File: src/rtl/dsz_pkg.sv
package dsz_pkg;

   typedef enum logic [1:0] {
      DSZ_FULL = 2'd0,
      DSZ_HALF = 2'd1,
      DSZ_LANE = 2'd2
   } dsz_mode_e;

   // Width code 3 folds onto full width
   function automatic dsz_mode_e dsz_decode(input logic [1:0] code);
      case (code)
         2'd1:    return DSZ_HALF;
         2'd2:    return DSZ_LANE;
         default: return DSZ_FULL;
      endcase
   endfunction

endpackage

File: src/rtl/dsz_cfg_latch.sv
module dsz_cfg_latch
   import dsz_pkg::*;
(
   input  logic       clk,
   input  logic       rst_n,
   input  logic [1:0] cfg_size_i,
   input  logic       cfg_big_i,
   output dsz_mode_e  mode_o,
   output logic       big_o
);

   dsz_mode_e mode_q;
   logic      big_q;

   // Selects track their inputs while reset is held, then freeze
   always_ff @(posedge clk) begin
      if (!rst_n) begin
         mode_q <= dsz_decode(cfg_size_i);
         big_q  <= cfg_big_i;
      end
   end

   assign mode_o = mode_q;
   assign big_o  = big_q;


   cfg_frozen_chk: assert property (@(posedge clk) disable iff (!rst_n)
      $past(rst_n) |-> ($stable(mode_q) && $stable(big_q)));

endmodule

File: src/rtl/dsz_seq.sv
module dsz_seq
   import dsz_pkg::*;
#(
   parameter int LANES = 4
) (
   input  logic                     clk,
   input  logic                     rst_n,
   input  dsz_mode_e                mode_i,
   input  logic                     rd_en_i,
   input  logic                     src_valid_i,
   output logic [$clog2(LANES)-1:0] idx_o,
   output logic                     last_o,
   output logic                     pop_o
);

   localparam int IDX_W = $clog2(LANES);

   logic [IDX_W-1:0] idx_q;
   logic [IDX_W-1:0] top_idx;
   logic             step;

   always_comb begin
      case (mode_i)
         DSZ_HALF: top_idx = IDX_W'(1);
         DSZ_LANE: top_idx = IDX_W'(LANES - 1);
         default:  top_idx = '0;
      endcase
   end

   assign step   = rd_en_i & src_valid_i;
   assign last_o = (idx_q == top_idx);
   assign pop_o  = step & last_o;
   assign idx_o  = idx_q;

   always_ff @(posedge clk) begin
      if (!rst_n)
         idx_q <= '0;
      else if (step)
         idx_q <= last_o ? '0 : idx_q + IDX_W'(1);
   end


   advance_chk: assert property (@(posedge clk) disable iff (!rst_n)
      (rd_en_i && src_valid_i && !last_o) |=> (idx_q == $past(idx_q) + IDX_W'(1)));


   wrap_chk: assert property (@(posedge clk) disable iff (!rst_n)
      (rd_en_i && src_valid_i && last_o) |=> (idx_q == '0));


   idle_hold_chk: assert property (@(posedge clk) disable iff (!rst_n)
      !(rd_en_i && src_valid_i) |=> $stable(idx_q));


   idx_range_chk: assert property (@(posedge clk) disable iff (!rst_n)
      idx_q <= top_idx);

endmodule

File: src/rtl/dsz_lane_mux.sv
module dsz_lane_mux
   import dsz_pkg::*;
#(
   parameter int LANE_W = 9,
   parameter int LANES  = 4
) (
   input  logic [LANE_W*LANES-1:0]  word_i,
   input  dsz_mode_e                mode_i,
   input  logic                     big_i,
   input  logic [$clog2(LANES)-1:0] idx_i,
   output logic [LANE_W*LANES-1:0]  data_o
);

   localparam int WORD_W = LANE_W * LANES;
   localparam int HALF_W = WORD_W / 2;
   localparam int IDX_W  = $clog2(LANES);

   logic [HALF_W-1:0] half_seg [2];
   logic [LANE_W-1:0] lane_seg [LANES];
   logic              sel_h;
   logic [IDX_W-1:0]  sel_l;

   for (genvar g = 0; g < 2; g++) begin : g_half
      assign half_seg[g] = word_i[g*HALF_W +: HALF_W];
   end

   for (genvar g = 0; g < LANES; g++) begin : g_lane
      assign lane_seg[g] = word_i[g*LANE_W +: LANE_W];
   end

   // Big-endian walks the segments from the top down
   assign sel_h = big_i ? ~idx_i[0] : idx_i[0];
   assign sel_l = big_i ? (IDX_W'(LANES - 1) - idx_i) : idx_i;

   always_comb begin
      case (mode_i)
         DSZ_HALF: data_o = {{(WORD_W-HALF_W){1'b0}}, half_seg[sel_h]};
         DSZ_LANE: data_o = {{(WORD_W-LANE_W){1'b0}}, lane_seg[sel_l]};
         default:  data_o = word_i;
      endcase
   end

endmodule

File: src/rtl/endian_downsizer.sv
module endian_downsizer
   import dsz_pkg::*;
#(
   parameter int LANE_W = 9,
   parameter int LANES  = 4
) (
   input  logic                    clk,
   input  logic                    rst_n,
   input  logic [1:0]              cfg_size,
   input  logic                    cfg_big,
   input  logic                    src_valid,
   input  logic [LANE_W*LANES-1:0] src_data,
   output logic                    src_pop,
   input  logic                    rd_en,
   output logic                    out_valid,
   output logic [LANE_W*LANES-1:0] out_data,
   output logic                    out_last
);

   localparam int WORD_W = LANE_W * LANES;
   localparam int HALF_W = WORD_W / 2;
   localparam int IDX_W  = $clog2(LANES);

   if (LANES < 2 || (1 << IDX_W) != LANES) begin : g_bad_lanes
      $error("LANES must be a power of two, at least 2");
   end
   if (LANE_W < 1) begin : g_bad_width
      $error("LANE_W must be positive");
   end

   dsz_mode_e        mode;
   logic             big;
   logic [IDX_W-1:0] idx;
   logic             seq_last;
   logic             seq_pop;

   dsz_cfg_latch u_cfg (
      .clk        (clk),
      .rst_n      (rst_n),
      .cfg_size_i (cfg_size),
      .cfg_big_i  (cfg_big),
      .mode_o     (mode),
      .big_o      (big)
   );

   dsz_seq #(.LANES(LANES)) u_seq (
      .clk         (clk),
      .rst_n       (rst_n),
      .mode_i      (mode),
      .rd_en_i     (rd_en),
      .src_valid_i (src_valid),
      .idx_o       (idx),
      .last_o      (seq_last),
      .pop_o       (seq_pop)
   );

   dsz_lane_mux #(.LANE_W(LANE_W), .LANES(LANES)) u_mux (
      .word_i (src_data),
      .mode_i (mode),
      .big_i  (big),
      .idx_i  (idx),
      .data_o (out_data)
   );

   assign out_valid = src_valid;
   assign out_last  = src_valid & seq_last;
   assign src_pop   = seq_pop;


   pop_needs_last_chk: assert property (@(posedge clk) disable iff (!rst_n)
      src_pop |-> (out_last && rd_en));


   half_pad_zero_chk: assert property (@(posedge clk) disable iff (!rst_n)
      (mode == DSZ_HALF) |-> (out_data[WORD_W-1:HALF_W] == '0));


   lane_pad_zero_chk: assert property (@(posedge clk) disable iff (!rst_n)
      (mode == DSZ_LANE) |-> (out_data[WORD_W-1:LANE_W] == '0));


   full_pass_chk: assert property (@(posedge clk) disable iff (!rst_n)
      (mode == DSZ_FULL && src_valid) |-> (out_data == src_data && out_last));

endmodule

File: config.mk
export PLATFORM = sky130hd
export DESIGN_NAME = endian_downsizer
export DESIGN_NICKNAME = d
export VERILOG_FILES = /design/src/rtl/dsz_pkg.sv /design/src/rtl/dsz_cfg_latch.sv /design/src/rtl/dsz_seq.sv /design/src/rtl/dsz_lane_mux.sv /design/src/rtl/endian_downsizer.sv
export SDC_FILE = /design/constraint.sdc
export NUM_CORES = 1
export LEC_CHECK = 0
export BUFFER_PORTS_ARGS = -buffer_cell sky130_fd_sc_hd__buf_2
export CELL_PAD_IN_SITES_DETAIL_PLACEMENT = 2
export CELL_PAD_IN_SITES_GLOBAL_PLACEMENT = 2
export CORE_AREA = 5 5 88 90
export DETAILED_ROUTE_END_ITERATION = 7
export DIE_AREA = 0 0 93 95
export GPL_TIMING_DRIVEN = 0
export HOLD_SLACK_MARGIN = 0.1
export PLACE_DENSITY = 0.87
export SYNTH_ARGS = -nofsm -noshare
export SYNTH_HDL_FRONTEND = slang
export SYNTH_SLANG_ARGS = --single-unit
File: constraint.sdc
create_clock -name clk -period 1.8 [get_ports clk]
set_input_delay 0.18 -clock clk [delete_from_list [all_inputs] [get_ports clk]]
set_output_delay 0.18 -clock clk [all_outputs]
set_load 0.05 [all_outputs]
Word-level counts from Yosys, hierarchy flattened
Cells that the tools add are included.

Add/subtract/negate cells: 2. Multipliers: 0. Divide/modulo/power cells: 0. $lt $le $gt $ge: 2. Eq/ne operators: 5. Shift operators: 0. Muxes and demuxes: 12. Bitwise operators: 6. Reduce and logical (&&, ||, !) cells: 0.

Operators with widths (number): $pmux W36 S2 (1); $mux W18 (3); $bmux W9 S2 (1); $mux W9 (2); $pmux W2 S2 (2); $eq A2 B1 Y1 const B (2); $eq A2 B2 Y1 const B (2); $mux W2 (2); $and A1 B1 Y1 (3); $ge A3 B3 Y1 const B (1); $not A2 Y3 (1); $add A2 B1 Y2 const B (1); $eq A2 B2 Y1 (1); $ge A2 B2 Y1 const B (1); $not A1 Y2 (1); $sub A2 B2 Y2 const A (1); $mux W1 (1); $not A1 Y1 (1).

Register bits after elaboration: 5. Bits in latches: 0. RAM bits: 0. Memory bits (read-only): 0. Logic and storage cells: 30. Memories kept: 0.

Depth between registers and ports, before layout
Depth in word-level cells: 7. Depth in mapped cells: 7.

By module
From an unflattened synthesis, not the netlist that was laid out.

Cells, all modules: 196. Area total of the unflattened synthesis: 1519.0 µm².

By module, submodules not included: dsz_lane_mux (instances 1, cells an instance 170, area an instance 1241.2 µm², sequential area each 0.0 µm²); dsz_seq (instances 1, cells an instance 18, area an instance 155.1 µm², sequential area each 40.0 µm²); dsz_cfg_latch (instances 1, cells an instance 6, area an instance 108.9 µm², sequential area each 90.1 µm²); endian_downsizer (instances 1, cells an instance 2, area an instance 13.8 µm², sequential area each 0.0 µm²).

Least setup slack after synthesis
No wires, ideal clock.

Path kind: reg-to-output. Start point: register u_cfg.mode_q[1] (netlist: u_cfg.mode_o[1]). End point: output port src_pop. Arrival time: 1.923 ns. Required time: 1.620 ns. Path slack: -0.303 ns. Cell stages (with the launch flop): 6. Path buffers: 1. Cell sequence: edfxtp_1 -> ha_1 -> clkbuf_1 -> xor2_1 -> nand2_1 -> nor2_1.

Longest elaborated chain between the ends: 4.

Ends and longest elaborated chain: from (decl) (line dsz_cfg_latch.sv:12) `dsz_mode_e mode_q;`; from (signal assigned) (line dsz_cfg_latch.sv:18) `mode_q <= dsz_decode(cfg_size_i);`; $eq A2 B2 Y1 / $eq A2 B1 Y1 (equally long branches) (line dsz_seq.sv:23) `case (mode_i)`; $pmux W2 S2 (*) (line dsz_seq.sv:23); $eq A2 B2 Y1 (*) (line dsz_seq.sv:31) `assign last_o = (idx_q == top_idx);`; $and A1 B1 Y1 (*) (line dsz_seq.sv:32) `assign pop_o = step & last_o;`; to (decl) (line endian_downsizer.sv:13) `output logic src_pop,`.

Every way passes the cells marked *; elsewhere a longest branch is shown, timed or not.

Final worst setup path
Start point: register u_cfg.big_q (netlist: u_cfg.big_o). End point: output port out_data[8].

Longest elaborated chain between the ends: 6.

Ends and longest elaborated chain: from (decl) (line dsz_cfg_latch.sv:13) `logic big_q;`; from (signal assigned) (line dsz_cfg_latch.sv:19) `big_q <= cfg_big_i;`; $mux W2 / $mux W1 (equally long branches) (line dsz_lane_mux.sv:33, dsz_lane_mux.sv:32); $not A2 Y3 (implied by the code) / $not A1 Y2 (equally long branches) (line dsz_lane_mux.sv:38, dsz_lane_mux.sv:37); $bmux W9 S2 / $mux W18 (equally long branches) (line dsz_lane_mux.sv:38, dsz_lane_mux.sv:37); $mux W9 (implied by the code) / $mux W18 (equally long branches) (2 in series) (line dsz_lane_mux.sv:38, dsz_lane_mux.sv:37); $pmux W36 S2 (*) (line dsz_lane_mux.sv:36) `case (mode_i)`; to (decl) (line endian_downsizer.sv:16) `output logic [LANE_W*LANES-1:0] out_data,`.

Every way passes the cells marked *; elsewhere a longest branch is shown, timed or not. The select of a mux whose other input is x is not followed.

==> results.json <==
{
  "vias_per_cell": 6.08,
  "holdWs_ps": 126,
  "setup_slack_ps": -600,
  "ant_nets": 0,
  "hp-class": "input port to flip-flop",
  "critical_path_required_ps": 1620,
  "synth-async-reset-ratio": 0,
  "grt_pass1_vias": 2602,
  "die_w_um": 93,
  "routed_wl_um": 11600,
  "final_common_cell": "buf_2",
  "grt_use_met1": 0.275,
  "area_growth_pct": 96.3,
  "worst_slew_margin_rel": 0.753,
  "syn_nets": 252,
  "cpLargestDelayFamily": "multiplexers",
  "worst_pin_slew_ps": 370,
  "mostFrequentLayoutCells": "buf_2 (45), buf_8 (31), nand2_1 (23), buf_6 (20), nand2b_1 (20)",
  "critPathMostFrequentCell": "buf_8",
  "ir_drop_mv": 0.309,
  "start_util": 0.230,
  "place.gp.congestion": 0.861,
  "rows": 31,
  "fin_nets": 354,
  "fmax_ghz": 0.417,
  "yosys.area.top_type": "mux4_2",
  "power_density_nw_per_um2": 688,
  "status": "complete, but fails checks",
  "crit_path_end_kind": "output port",
  "htreeDepth": 1,
  "finalCritPeriodShare": 1.33,
  "cts_tree": "built",
  "clkTransAtPathRegs_ps": 40,
  "ys_seq_area_frac": 0.0809,
  "cts-buffers-inserted": 3,
  "critical_path_class": "flip-flop to output port",
  "synthesis.area_um2": 1610,
  "synth_simple_gate_area_share": 0.362,
  "dp_hpwl_um": 6120,
  "synth_compound_area_frac": 0.296,
  "clkLatencyLatePin_ps": 230,
  "postSynthAreaPerCell_um2": 7.77,
  "num_vias": 2372,
  "ios": 82,
  "ys.warnings.count": 0,
  "synth_top_family_by_area": "simple AND/OR/NAND/NOR gates",
  "drtIter0Drc": 99,
  "cts_sinks": 5,
  "antenna_found_initial": 0,
  "ys_types": 34,
  "rsz0062_at_grt": "true",
  "yosysTopAreaCellShare": 0.126,
  "setup_violations": 39,
  "cp_slowest_stage_delay_ps": 520,
  "start_kind": "flip-flop",
  "grt-busiest-layer": "met2",
  "cp_max_fo": 10,
  "post-route-util": 0.452,
  "cts-root-buf": "clkbuf_8",
  "max_cap_viol_count": 0,
  "violations": "negative setup slack",
  "drc": 0,
  "final_hold_viol_count": 0,
  "critPathBufInv": 3,
  "synthCells": 207,
  "grt_pass1_wl_um": 15600,
  "cts_hold_buf": 0,
  "io_buffers": 81,
  "synthAdderAreaFrac": 0.0156,
  "leakagePower_uw": 0.00131,
  "synth-xor-area-share": 0.0210,
  "synth_edf_count": 3,
  "stdcell_count": 390,
  "cts_buffer_depth": 2,
  "crit_chain": "buf_6, buf_8, nand2b_1, mux4_2, a31oi_1, a221o_2, buf_8",
  "grt_util_all_layers": 0.227,
  "wl_per_cell_um": 29.8,
  "grt.overflow.total": 0,
  "coreArea_um2": 6980,
  "grt_max_degree": 11,
  "placed_cells": 370,
  "grt_util_met3": 0.0359,
  "drive_above_1_share": 0.669,
  "drt_first_pass_iters": 4,
  "use_met2": 0.412,
  "synth_seq_cells": 5,
  "synthMuxAreaShare": 0.126,
  "slowest_stage": "mux4_2",
  "cp_data_arrival_time_ps": 2220,
  "synth.area.top_cells": "mux4_2 (13%), a31oi_1 (11%), nand2b_1 (9.3%)",
  "antennaDiodeCount": 0,
  "synth_ff_type": "edfxtp_1",
  "die_area_um2": 8840,
  "place_ws_ps": -456,
  "fp.dieH_um": 95,
  "slew_violations": 0,
  "finalClockSkew_ps": 3.22,
  "finalCriticalPeriod_ps": 2400
}
layout make-up:
cell class / instances / area (µm²)
Tap cell: 82 / 103
Inverter: 4 / 17.5
Timing Repair Buffer: 99 / 917
Multi-Input combinational cell: 173 / 1690
Sequential cell: 5 / 130
Clock buffer: 4 / 45.0
Fill cell: 733 / 3830
Buffer: 23 / 256
state kept, by name, summed over array words and instances, names as in the netlist:
register	count
u_seq.idx_o	2
u_cfg.big_o	1
u_cfg.mode_o	2
per-layer routing:
| layer | share of wire | up-vias |
|---|---|---|
| met4 | 0.056 | 0 |
| li1 | - | 1001 |
| met3 | 0.056 | 47 |
| met2 | 0.50 | 128 |
| met1 | 0.39 | 1196 |
| met5 | 0 | - |
synthesized netlist by cell type (2+ instances only):
cell and number:
buf_1 4, and2_1 20, edfxtp_1 3, ha_1 2, mux4_2 9, nand2b_1 24
a31oi_1 27, a21oi_1 2, nor2_1 2, nor2b_1 3, clkbuf_1 7, a221o_1 9
inv_1 3, nor4bb_1 9, a22o_1 16, buf_6 4, nand2_1 25, buf_2 8
nor4b_1 9, o21ai_1 5, dfxtp_1 2, buf_4 2
kinds of logic after synthesis:
logic type / count (synthesis)
AND/OR/NAND/NOR: 95
adder cells (fa/ha/maj): 2
AO/OA/AOI/OAI: 64
XOR/XNOR: 3
buffers and inverters: 29
multiplexers: 9
flip-flops: 5
worst reg2reg max path, stage by stage (launching register included):
cell and delay, ps:
edfxtp_1 410, inv_2 90, ha_4 230, clkbuf_16 170, buf_8 130, xor2_4 150
nand2_2 120, buf_6 110, nand3_4 80, o41ai_4 300
path summary, 6_finish.rpt:
check	cells after the start	to	slack (ps)	startpoint
worst min-delay path	1	u_cfg.big_o	130	cfg_big
worst max register to register	9	u_seq.idx_o[1]	-90	u_cfg.mode_o[0]
worst min register to register	2	u_seq.idx_o[1]	890	u_seq.idx_o[1]
worst max-delay path	7	out_data[8]	-600	u_cfg.big_o
what timing repair did:
item | 4_1_cts | 5_1_grt
setup endpoints to repair | 39 | 39
buffers inserted | 8 | 7
pin swaps | 5 | 5
gates resized for setup | 170 | 37
gates cloned | 0 | 3
power by group:
group | total, µW | internal (µW) | switching [µW] | leakage, µW
registers | 137 | 130 | 6.38 | 0.0000453
logic | 1810 | 791 | 1020 | 0.00124
clock network | 224 | 153 | 70.2 | 0.0000228
total | 2170 | 1070 | 1090 | 0.00131
per-stage QoR:
step / total power (µW) / cell area [µm²] / TNS [ps]
after CTS: 1940 / 2900 / -8640
final: 2170 / 3160 / -10620
after global placement: 1270 / 2140 / -10300
after global routing: 2240 / 3160 / -12180
after floorplan: 983 / 1640 / -18.6
after detailed placement: 1300 / 2140 / -12880
No activity file was read; power rests on OpenSTA's default activity.
